## src/rtl/adc_cnv_timer.sv

```systemverilog
module adc_cnv_timer #(
  parameter int CW  = 16,
  parameter int NBW = 5
) (
  input  logic           clk,
  input  logic           rst_n,
  input  logic           enable,
  input  logic [CW-1:0]  period_cyc,
  input  logic [CW-1:0]  strobe_cyc,
  input  logic [CW-1:0]  offset_cyc,
  input  logic [NBW-1:0] bit_cnt,
  output logic           cnv_o,
  output logic           gate_o,
  output logic           burst_done_o,
  output logic           cfg_err_o
);
  localparam int SW = CW + 2;

  logic           running;
  logic [CW-1:0]  cnt, per_q, hi_q, ofs_q;
  logic [NBW-1:0] nb_q;
  logic           done_q;

  wire [SW-1:0] need     = SW'(strobe_cyc) + SW'(offset_cyc) + SW'(bit_cnt);
  wire [SW-1:0] gate_end = SW'(ofs_q) + SW'(nb_q);
  wire          last     = (cnt == per_q - 1'b1);
  wire          accept   = enable && !cfg_err_o;

  assign cfg_err_o    = (strobe_cyc == '0) || (bit_cnt == '0) || (need > SW'(period_cyc));
  assign cnv_o        = running && (cnt < hi_q);
  assign gate_o       = running && (cnt >= ofs_q) && (SW'(cnt) < gate_end);
  assign burst_done_o = done_q;

  always_ff @(posedge clk or negedge rst_n) begin
    if (!rst_n) begin
      running <= 1'b0;
      cnt     <= '0;
      per_q   <= '0;
      hi_q    <= '0;
      ofs_q   <= '0;
      nb_q    <= '0;
      done_q  <= 1'b0;
    end else begin
      done_q <= running && enable && (SW'(cnt) + 1'b1 == gate_end);
      if (!enable) begin
        running <= 1'b0;
        cnt     <= '0;
      end else if (!running || last) begin
        running <= accept;
        cnt     <= '0;
        if (accept) begin
          per_q <= period_cyc;
          hi_q  <= strobe_cyc;
          ofs_q <= offset_cyc;
          nb_q  <= bit_cnt;
        end
      end else begin
        cnt <= cnt + 1'b1;
      end
    end
  end
endmodule

```

## config.mk

```make
export PLATFORM = sky130hd
export DESIGN_NAME = adc_cnv_timer
export DESIGN_NICKNAME = d
export VERILOG_FILES = /design/src/rtl/adc_cnv_timer.sv
export SDC_FILE = /design/constraint.sdc
export NUM_CORES = 1
export LEC_CHECK = 0
export ABC_AREA = 0
export BUFFER_PORTS_ARGS = -buffer_cell sky130_fd_sc_hd__clkbuf_2
export CAP_MARGIN = 20
export CORE_AREA = 2 2 80 140
export CTS_CLUSTER_DIAMETER = 60
export CTS_CLUSTER_SIZE = 40
export DETAILED_ROUTE_END_ITERATION = 12
export DIE_AREA = 0 0 82 142
export GPL_TIMING_DRIVEN = 0
export PLACE_DENSITY = 0.84
export SLEW_MARGIN = 0
export SYNTH_ARGS = -nofsm -noshare
export SYNTH_HDL_FRONTEND = slang
export SYNTH_SLANG_ARGS = --single-unit
```

## constraint.sdc

```tcl
create_clock -name clk -period 7.1 [get_ports clk]
set_clock_uncertainty 0.15 [all_clocks]
set_input_delay 0.71 -clock clk [delete_from_list [all_inputs] [get_ports clk]]
set_output_delay 0.71 -clock clk [all_outputs]
set_load 0.005 [all_outputs]
```

* Word-level counts from Yosys, hierarchy flattened
Cells that the tools add are included.
Word-level totals: input port bits 56, register bits after elaboration 71, output and inout bits 4
Operators by class: $add $sub $neg 6, order comparisons 4, eq/ne operators 3, reductions and logical operators 14, mux-type cells 4
Operators with widths (number):
- 16-bit 2-to-1 mux | 2
- 17-bit by 5-bit adder with 18-bit output | 1
- 18-bit by 16-bit > comparator with 1-bit output | 1
- 16-bit by 1-bit adder with 17-bit output, second input constant | 1
- 16-bit by 16-bit adder with 17-bit output | 1
- 16-bit by 5-bit adder with 17-bit output | 1
- 17-bit == test | 1
- 16-bit by 17-bit < comparator with 1-bit output | 1
- 16-bit by 1-bit adder with 16-bit output, second input constant | 1
- 16-bit == test | 1
- 16-bit greater-or-equal comparator | 1
- 16-bit zero test | 1
- 16-bit < comparator | 1
- 16-bit by 1-bit subtractor with 16-bit output, second input constant | 1
- 1-bit logical AND | 6
- 5-bit zero test | 1
- 1-bit logical OR | 3
- 3-bit AND reduction | 1
- 1-bit zero test | 2
- 1-bit 2-to-1 mux | 2
- 2-bit by 1-bit inequality test with 1-bit output, second input constant | 1

* Logic depth before layout (Yosys ltp)
Gate-level depths: netlist of run 1.
word-level depth 8, mapped depth 22

* Worst setup path after synthesis of run 1
No wires, ideal clock.
path type input -> register, start in strobe_cyc[1], end reg hi_q[0], slack 1412 ps, arrival 5412 ps, buffers on the path 2, setup time 125 ps, stages 21, cells stage by stage fa_1 ha_1 inv_1 fa_1 nor2b_1 o31a_1 o211ai_1 nor2b_1 o21ai_0 a21oi_1 xnor2_1 ha_1 a21o_1 a211o_1 a21oi_1 a22oi_1 or4b_2 or3b_1 buf_6 buf_12 mux2_4
On the way: longest elaborated chain between the ends 7
RTL lines:
- start: declaration | line 9 | input logic [CW-1:0] strobe_cyc,
- 16-bit by 16-bit adder with 17-bit output | line 24 | wire [SW-1:0] need = SW'(strobe_cyc) + SW'(offset_cyc) + SW'(bit_cnt);
- 17-bit by 5-bit adder with 18-bit output | line 24
- 18-bit by 16-bit > comparator with 1-bit output | line 29 | assign cfg_err_o = (strobe_cyc == '0) || (bit_cnt == '0) || (need > SW'(period_cyc));
- 1-bit logical OR * | line 29
- net cfg_err_o | line 15 | output logic cfg_err_o
- 1-bit zero test * | line 27 | wire accept = enable && !cfg_err_o;
- 1-bit logical AND * | line 27
- 3-bit AND reduction (no source line) *
- end signal: assignment | line 53 | hi_q <= strobe_cyc;
- end: declaration | line 20 | logic [CW-1:0] cnt, per_q, hi_q, ofs_q;
The timed path passes the listed nets; every way through them passes the cells marked *. A chain may end at the register's enable or synchronous reset.

* Worst setup path in the final report of run 1
start in strobe_cyc[1], end out cfg_err_o
On the way: longest elaborated chain between the ends 4
RTL lines (line):
- 16-bit by 16-bit adder with 17-bit output | 24
- 17-bit by 5-bit adder with 18-bit output | 24
- 18-bit by 16-bit > comparator with 1-bit output | 29
- 1-bit logical OR * | 29
- end: declaration | 15
Every way passes the cells marked *; elsewhere a longest branch is shown, timed or not.

==> metrics.txt, run 1 <==
largest net degree at the start of global routing 53; RSZ-0062 raised after global routing no; Primary FF master, synth dfrtp_1; GR Util All Layers 0.317; Die Span Y 142 µm; Avg Vias per Cell 6.36; Detailed Routing Iterations Pass 1 5; register clock-pin slew on the reported worst setup and hold paths 0.06 ns; final net count 895; share of cells above drive strength 1 0.197; Port Buffers 59; Hold WS 0.142 ns; outcome completed; gr ovfl total 0; Rel. slew slack 0.326; global-route wire length before repair 28.1 mm; Psw 1090 µW; num ports 60; gpl congestion 0.914; via count 5538; Max Fclk 0.160 GHz; internal power 1660 µW; Slew Viols, Final 0; PD cells 364 nW/µm²; core outline area 10500 µm²; Setup TNS 0 ns; CP arrival 5.40 ns; leak pwr 0.00388 µW; combinational share of power 0.533; Starting Density 0.637; simple-gate share of the synthesized area 0.125; Worst Setup End Kind output port; Post-Place Cells 855; Synthesized Nets 824; initial antenna violation count 0; Hold Fails Final Rpt 0; wirelength, routed 17.4 mm; Switching Fraction 0.396; Site Rows 50; die span in x 82 µm; # DRC 0; Mapped Cells 665; crit-path max FO 4; final setup vio count 0; crit path time final 6.26 ns; max-cap violations 0; cts repair resizes 0; crit path kind input port to output port; Skew-Pair Late Insertion Delay 0.34 ns; Seq/Total Area, Yosys 0.265; CTS Buffer Depth 2; worst-margin pin slew 1.00 ns; Worst setup SP type input port; Clock Tree Root clkbuf_16; Non-Filler Instances 871; initial DRC count 351; synthesized area 6700 µm²; synthesized area per cell 10.1 µm²; Worst Hold Class input port to asynchronous set/reset pin; Detail Placement HPWL 14.2 mm; synth unique cells 61; final worst path period share 0.882; flops & latches, synth 71; H-tree level count 3; Sequential Power Share 0.271; TritonCTS clock tree yes; P&R area growth vs syn 12.6%; XOR/XNOR Fraction of Synth Area 0.102; CTS buffer count 9; number of global-route vias before repair 5839; Hold Buf Count CTS 0; wire length per cell 20.0 µm; EDFF count, synth 0; postcts setup bufs 0; post-synthesis mux area share 0.125; largest family of logic cells by synthesized area adder cells; Synth Area in Compound Gates 0.124; Clk network pwr share 0.195; commonest non-fill, non-tap cell in the layout ha_1; Synth Warn # 0; CTS sink cnt 71; most frequent cells in the layout ha_1, dfrtp_1, inv_1; Synth async-reset ratio 1.00; Req. time, crit path 6.24 ns; DRT antenna net count 0; ant diodes 0; die area 11600 µm²; post-synthesis adder-cell area fraction 0.200; Worst VDD drop 0.194 mV
==> layer usage <==
layer,GRT usage,vias up,routed length [µm]
met5,0,-,0
met3,0.0393,88,657
li1,-,2541,-
met2,0.563,197,9380
met4,0.208,0,1180
met1,0.341,2712,6180
==> layout make-up <==
cell class	count	area (µm²)
buffer	19	170
clock buffer	11	253
clock inverter	5	104
fill	753	2970
inverter	59	221
multi-input combinational	516	4530
sequential	71	1780
tap	130	163
timing repair buffer	60	325
==> cells in the mapped netlist (3+ instances only) <==
cell type,number,share of area
fa_1,7,0.021
nor4_1,8,0.0075
o21bai_1,4,0.0045
nor2_1,35,0.020
and3_1,5,0.0047
nand2_1,14,0.0078
clkbuf_1,10,0.0056
o21a_1,9,0.010
nor2b_1,11,0.010
nand2b_1,7,0.0065
xor2_1,28,0.037
o31ai_1,4,0.0045
buf_12,5,0.015
mux2i_1,6,0.0090
a21oi_1,28,0.021
inv_1,59,0.033
and4_1,3,0.0039
nor3_1,13,0.0097
a211oi_1,4,0.0045
dfrtp_1,71,0.27
or4_1,4,0.0045
nand4_1,20,0.019
mux2_2,5,0.0084
a311oi_1,3,0.0039
o21ai_0,18,0.013
a21o_1,26,0.029
xnor2_1,50,0.065
a31oi_1,7,0.0065
o211ai_1,3,0.0034
nand3_1,20,0.015
mux2_4,48,0.11
ha_1,96,0.18
==> path summary, 6_finish.rpt <==
path                          startpoint   endpoint  slack, ns  cells past startpoint
setup / recovery           strobe_cyc[1]  cfg_err_o       0.84                     19
max in group asynchronous          rst_n   per_q[2]       6.10                      2
hold reg to reg                  hi_q[8]    hi_q[8]       0.37                      1
hold / removal                     rst_n  ofs_q[13]       0.14                      1
min in group clk                 hi_q[8]    hi_q[8]       0.37                      1
setup reg to reg                per_q[0]    cnt[13]       3.11                     13
==> sequential cells by signal, summed over array words and instances (netlist names) <==
signal,count
running,1
nb_q,5
burst_done_o,1
cnt,16
ofs_q,16
hi_q,16
per_q,16
==> cell families (layout without fill, tap and decap cells) <==
logic type / after synthesis / after routing
AND/OR/NAND/NOR: 154 / 154
AO/OA/AOI/OAI: 122 / 122
adder cells (fa/ha/maj): 103 / 103
XOR/XNOR: 78 / 78
buffers and inverters: 78 / 154
flip-flops: 71 / 71
multiplexers: 59 / 59
==> critical path, stage by stage <==
cell	delay [ns]
clkbuf_2	0.11
fa_1	0.55
ha_1	0.17
inv_1	0.05
fa_1	0.41
nor2b_1	0.17
o31a_1	0.24
o211ai_1	0.21
nor2b_1	0.18
o21ai_0	0.25
a21oi_1	0.13
xnor2_1	0.25
ha_1	0.30
a21o_1	0.16
a211o_1	0.29
a21oi_1	0.19
a22oi_1	0.12
or4b_2	0.75
clkbuf_2	0.15
==> power groups by stage <==
stage          registers, µW  logic (µW)  clock network, µW
2_1_floorplan            680        1140                  0
3_3_place_gp             725        1350                  0
3_5_place_dp             738        1440                  0
4_1_cts                  737        1460                537
5_1_grt                  760        1600                554
6_report                 745        1470                537
==> per-stage QoR <==
| stage | utilization | worst slack, ns | power, µW | cell area [µm²] |
|---|---|---|---|---|
| after detailed placement | 0.684 | 0.624 | 2180 | 7190 |
| after floorplan | - | 1.41 | 1820 | 6700 |
| after global placement | 0.681 | 0.752 | 2080 | 7160 |
| after global routing | 0.718 | 0.639 | 2910 | 7540 |
| after CTS | 0.718 | 0.914 | 2730 | 7540 |
| final | 0.718 | 0.839 | 2750 | 7540 |
No activity file was read; power rests on OpenSTA's default activity.
==> inputs of run 2 (changes only) <==
--- a/config.mk
+++ b/config.mk
@@ -10,3 +10,3 @@
 export CAP_MARGIN = 20
-export CORE_AREA = 2 2 80 140
+export CORE_AREA = 2 2 108 188
 export CTS_CLUSTER_DIAMETER = 60
@@ -14,5 +14,4 @@
 export DETAILED_ROUTE_END_ITERATION = 12
-export DIE_AREA = 0 0 82 142
+export DIE_AREA = 0 0 110 190
 export GPL_TIMING_DRIVEN = 0
-export PLACE_DENSITY = 0.84
 export SLEW_MARGIN = 0
--- a/constraint.sdc
+++ b/constraint.sdc
@@ -4,2 +4,2 @@
 set_output_delay 0.71 -clock clk [all_outputs]
-set_load 0.005 [all_outputs]
+set_load 0.05 [all_outputs]
==> run 2 against run 1 <==
Against the previous run: clock-buffer cell count is 1 lower; clock power is 3% lower; wire length is 0.93% higher; register-to-register slack better by 0.18 ns; largest cell class unchanged; highest routed layer unchanged.
==> metrics.txt, run 2 (synthesis results as in run 1) <==
number of global-route vias before repair 5405; Hold WS 0.188 ns; global-route wire length before repair 28.8 mm; most frequent cells in the layout ha_1, dfrtp_1, inv_1; CTS buffer count 9; final worst path period share 0.898; final net count 895; max-cap violations 0; R2R cell count 13; crit-path max FO 4; num ports 60; Rel. slew slack 0.328; DRT antenna net count 0; commonest non-fill, non-tap cell in the layout ha_1; Detail Placement HPWL 14.8 mm; Detailed Routing Iterations Pass 1 4; Worst Setup End Kind output port; reg-to-reg endpoint cnt[11]; Non-Filler Instances 986; share of cells above drive strength 1 0.196; H-tree level count 3; Req. time, crit path 6.24 ns; leak pwr 0.00387 µW; postcts setup bufs 0; cts repair resizes 0; Slew Viols, Final 0; CTS sink cnt 71; Worst Setup SP strobe_cyc[1]; worst reg-to-reg setup slack 3.29 ns; ant diodes 0; outcome completed; Post-Place Cells 970; Worst Hold Class input port to asynchronous set/reset pin; final setup vio count 0; Port Buffers 59; via count 5145; Avg Vias per Cell 5.22; TritonCTS clock tree yes; gpl congestion 0.890; core outline area 19500 µm²; Die Span Y 190 µm; crit path kind input port to output port; Site Rows 68; die span in x 110 µm; Starting Density 0.344; worst-margin pin slew 0.999 ns; Hold Buf Count CTS 0; Setup TNS 0 ns; Hold Fails Final Rpt 0; initial DRC count 155; # DRC 0; die area 20900 µm²; P&R area growth vs syn 14.4%; register clock-pin slew on the reported worst setup and hold paths 0.05 ns; Skew-Pair Late Insertion Delay 0.34 ns; Fillers 1916; CTS Buffer Depth 2; PD cells 354 nW/µm²; crit path time final 6.37 ns; gr ovfl total 0; RSZ-0062 raised after global routing no; largest net degree at the start of global routing 43; CP Capture Point cfg_err_o; Clock Tree Root clkbuf_16; GR Util All Layers 0.183; initial antenna violation count 0; Worst setup SP type input port; wire length per cell 17.8 µm; CP arrival 5.51 ns; Max Fclk 0.157 GHz; wirelength, routed 17.6 mm; Worst VDD drop 0.128 mV; Reg2Reg Launch Point per_q[0]
-- run 2: worst min path at each step --
stage | slack, ns | from | end
6_report | 0.19 | rst_n | ofs_q[13]
3_3_place_gp | 0.35 | hi_q[6] | hi_q[6]
2_1_floorplan | 0.26 | rst_n | burst_done_o
3_5_place_dp | 0.35 | hi_q[13] | hi_q[13]
4_1_cts | 0.19 | rst_n | ofs_q[13]
5_1_grt | 0.21 | rst_n | ofs_q[13]
-- run 2: routing by layer --
metal  share of wire  routed length (µm)  up-vias  global-route usage
met1            0.38                6640     2486               0.198
li1                -                   -     2548                   -
met4           0.042                 737        0              0.0915
met3           0.017                 307       33              0.0185
met5               0                   0        -                   0
met2            0.56                9880       78               0.341
-- run 2: through the flow --
stage               utilization  setup slack (ns)  area [µm²]  power (µW)
floorplan                     -              1.20        6700        1830
global placement          0.375             0.536        7300        2170
detailed placement        0.376             0.553        7320        2200
CTS                       0.393             0.702        7660        2730
global route              0.393             0.389        7660        2940
finish                    0.393             0.726        7660        2710
-- run 2: final cells by class --
class,count,area (µm²),area share
plain buffers,19,170,0.0222
clock buffers,10,229,0.0299
clock inverters,6,109,0.0142
inverters,59,221,0.0289
multi-input cells,516,4530,0.591
flip-flops and latches,71,1780,0.232
well taps,245,307,0.0400
repair buffers,60,318,0.0415
-- run 2: report_power, final --
part	total, µW	internal [µW]	switching [µW]
Combinational	1460	730	725
Sequential	739	563	176
Clock	520	343	178
-- run 2: critical path: stages --
cell and delay [ns]:
clkbuf_2 0.12, fa_1 0.54, ha_1 0.17, inv_1 0.05, fa_1 0.40, nor2b_1 0.16, o31a_1 0.27, o211ai_1 0.22
nor2b_1 0.17, o21ai_0 0.24, a21oi_1 0.13, xnor2_1 0.22, ha_1 0.29, a21o_1 0.16, a211o_1 0.29, a21oi_1 0.22
a22oi_1 0.12, or4b_2 0.74, clkbuf_2 0.27
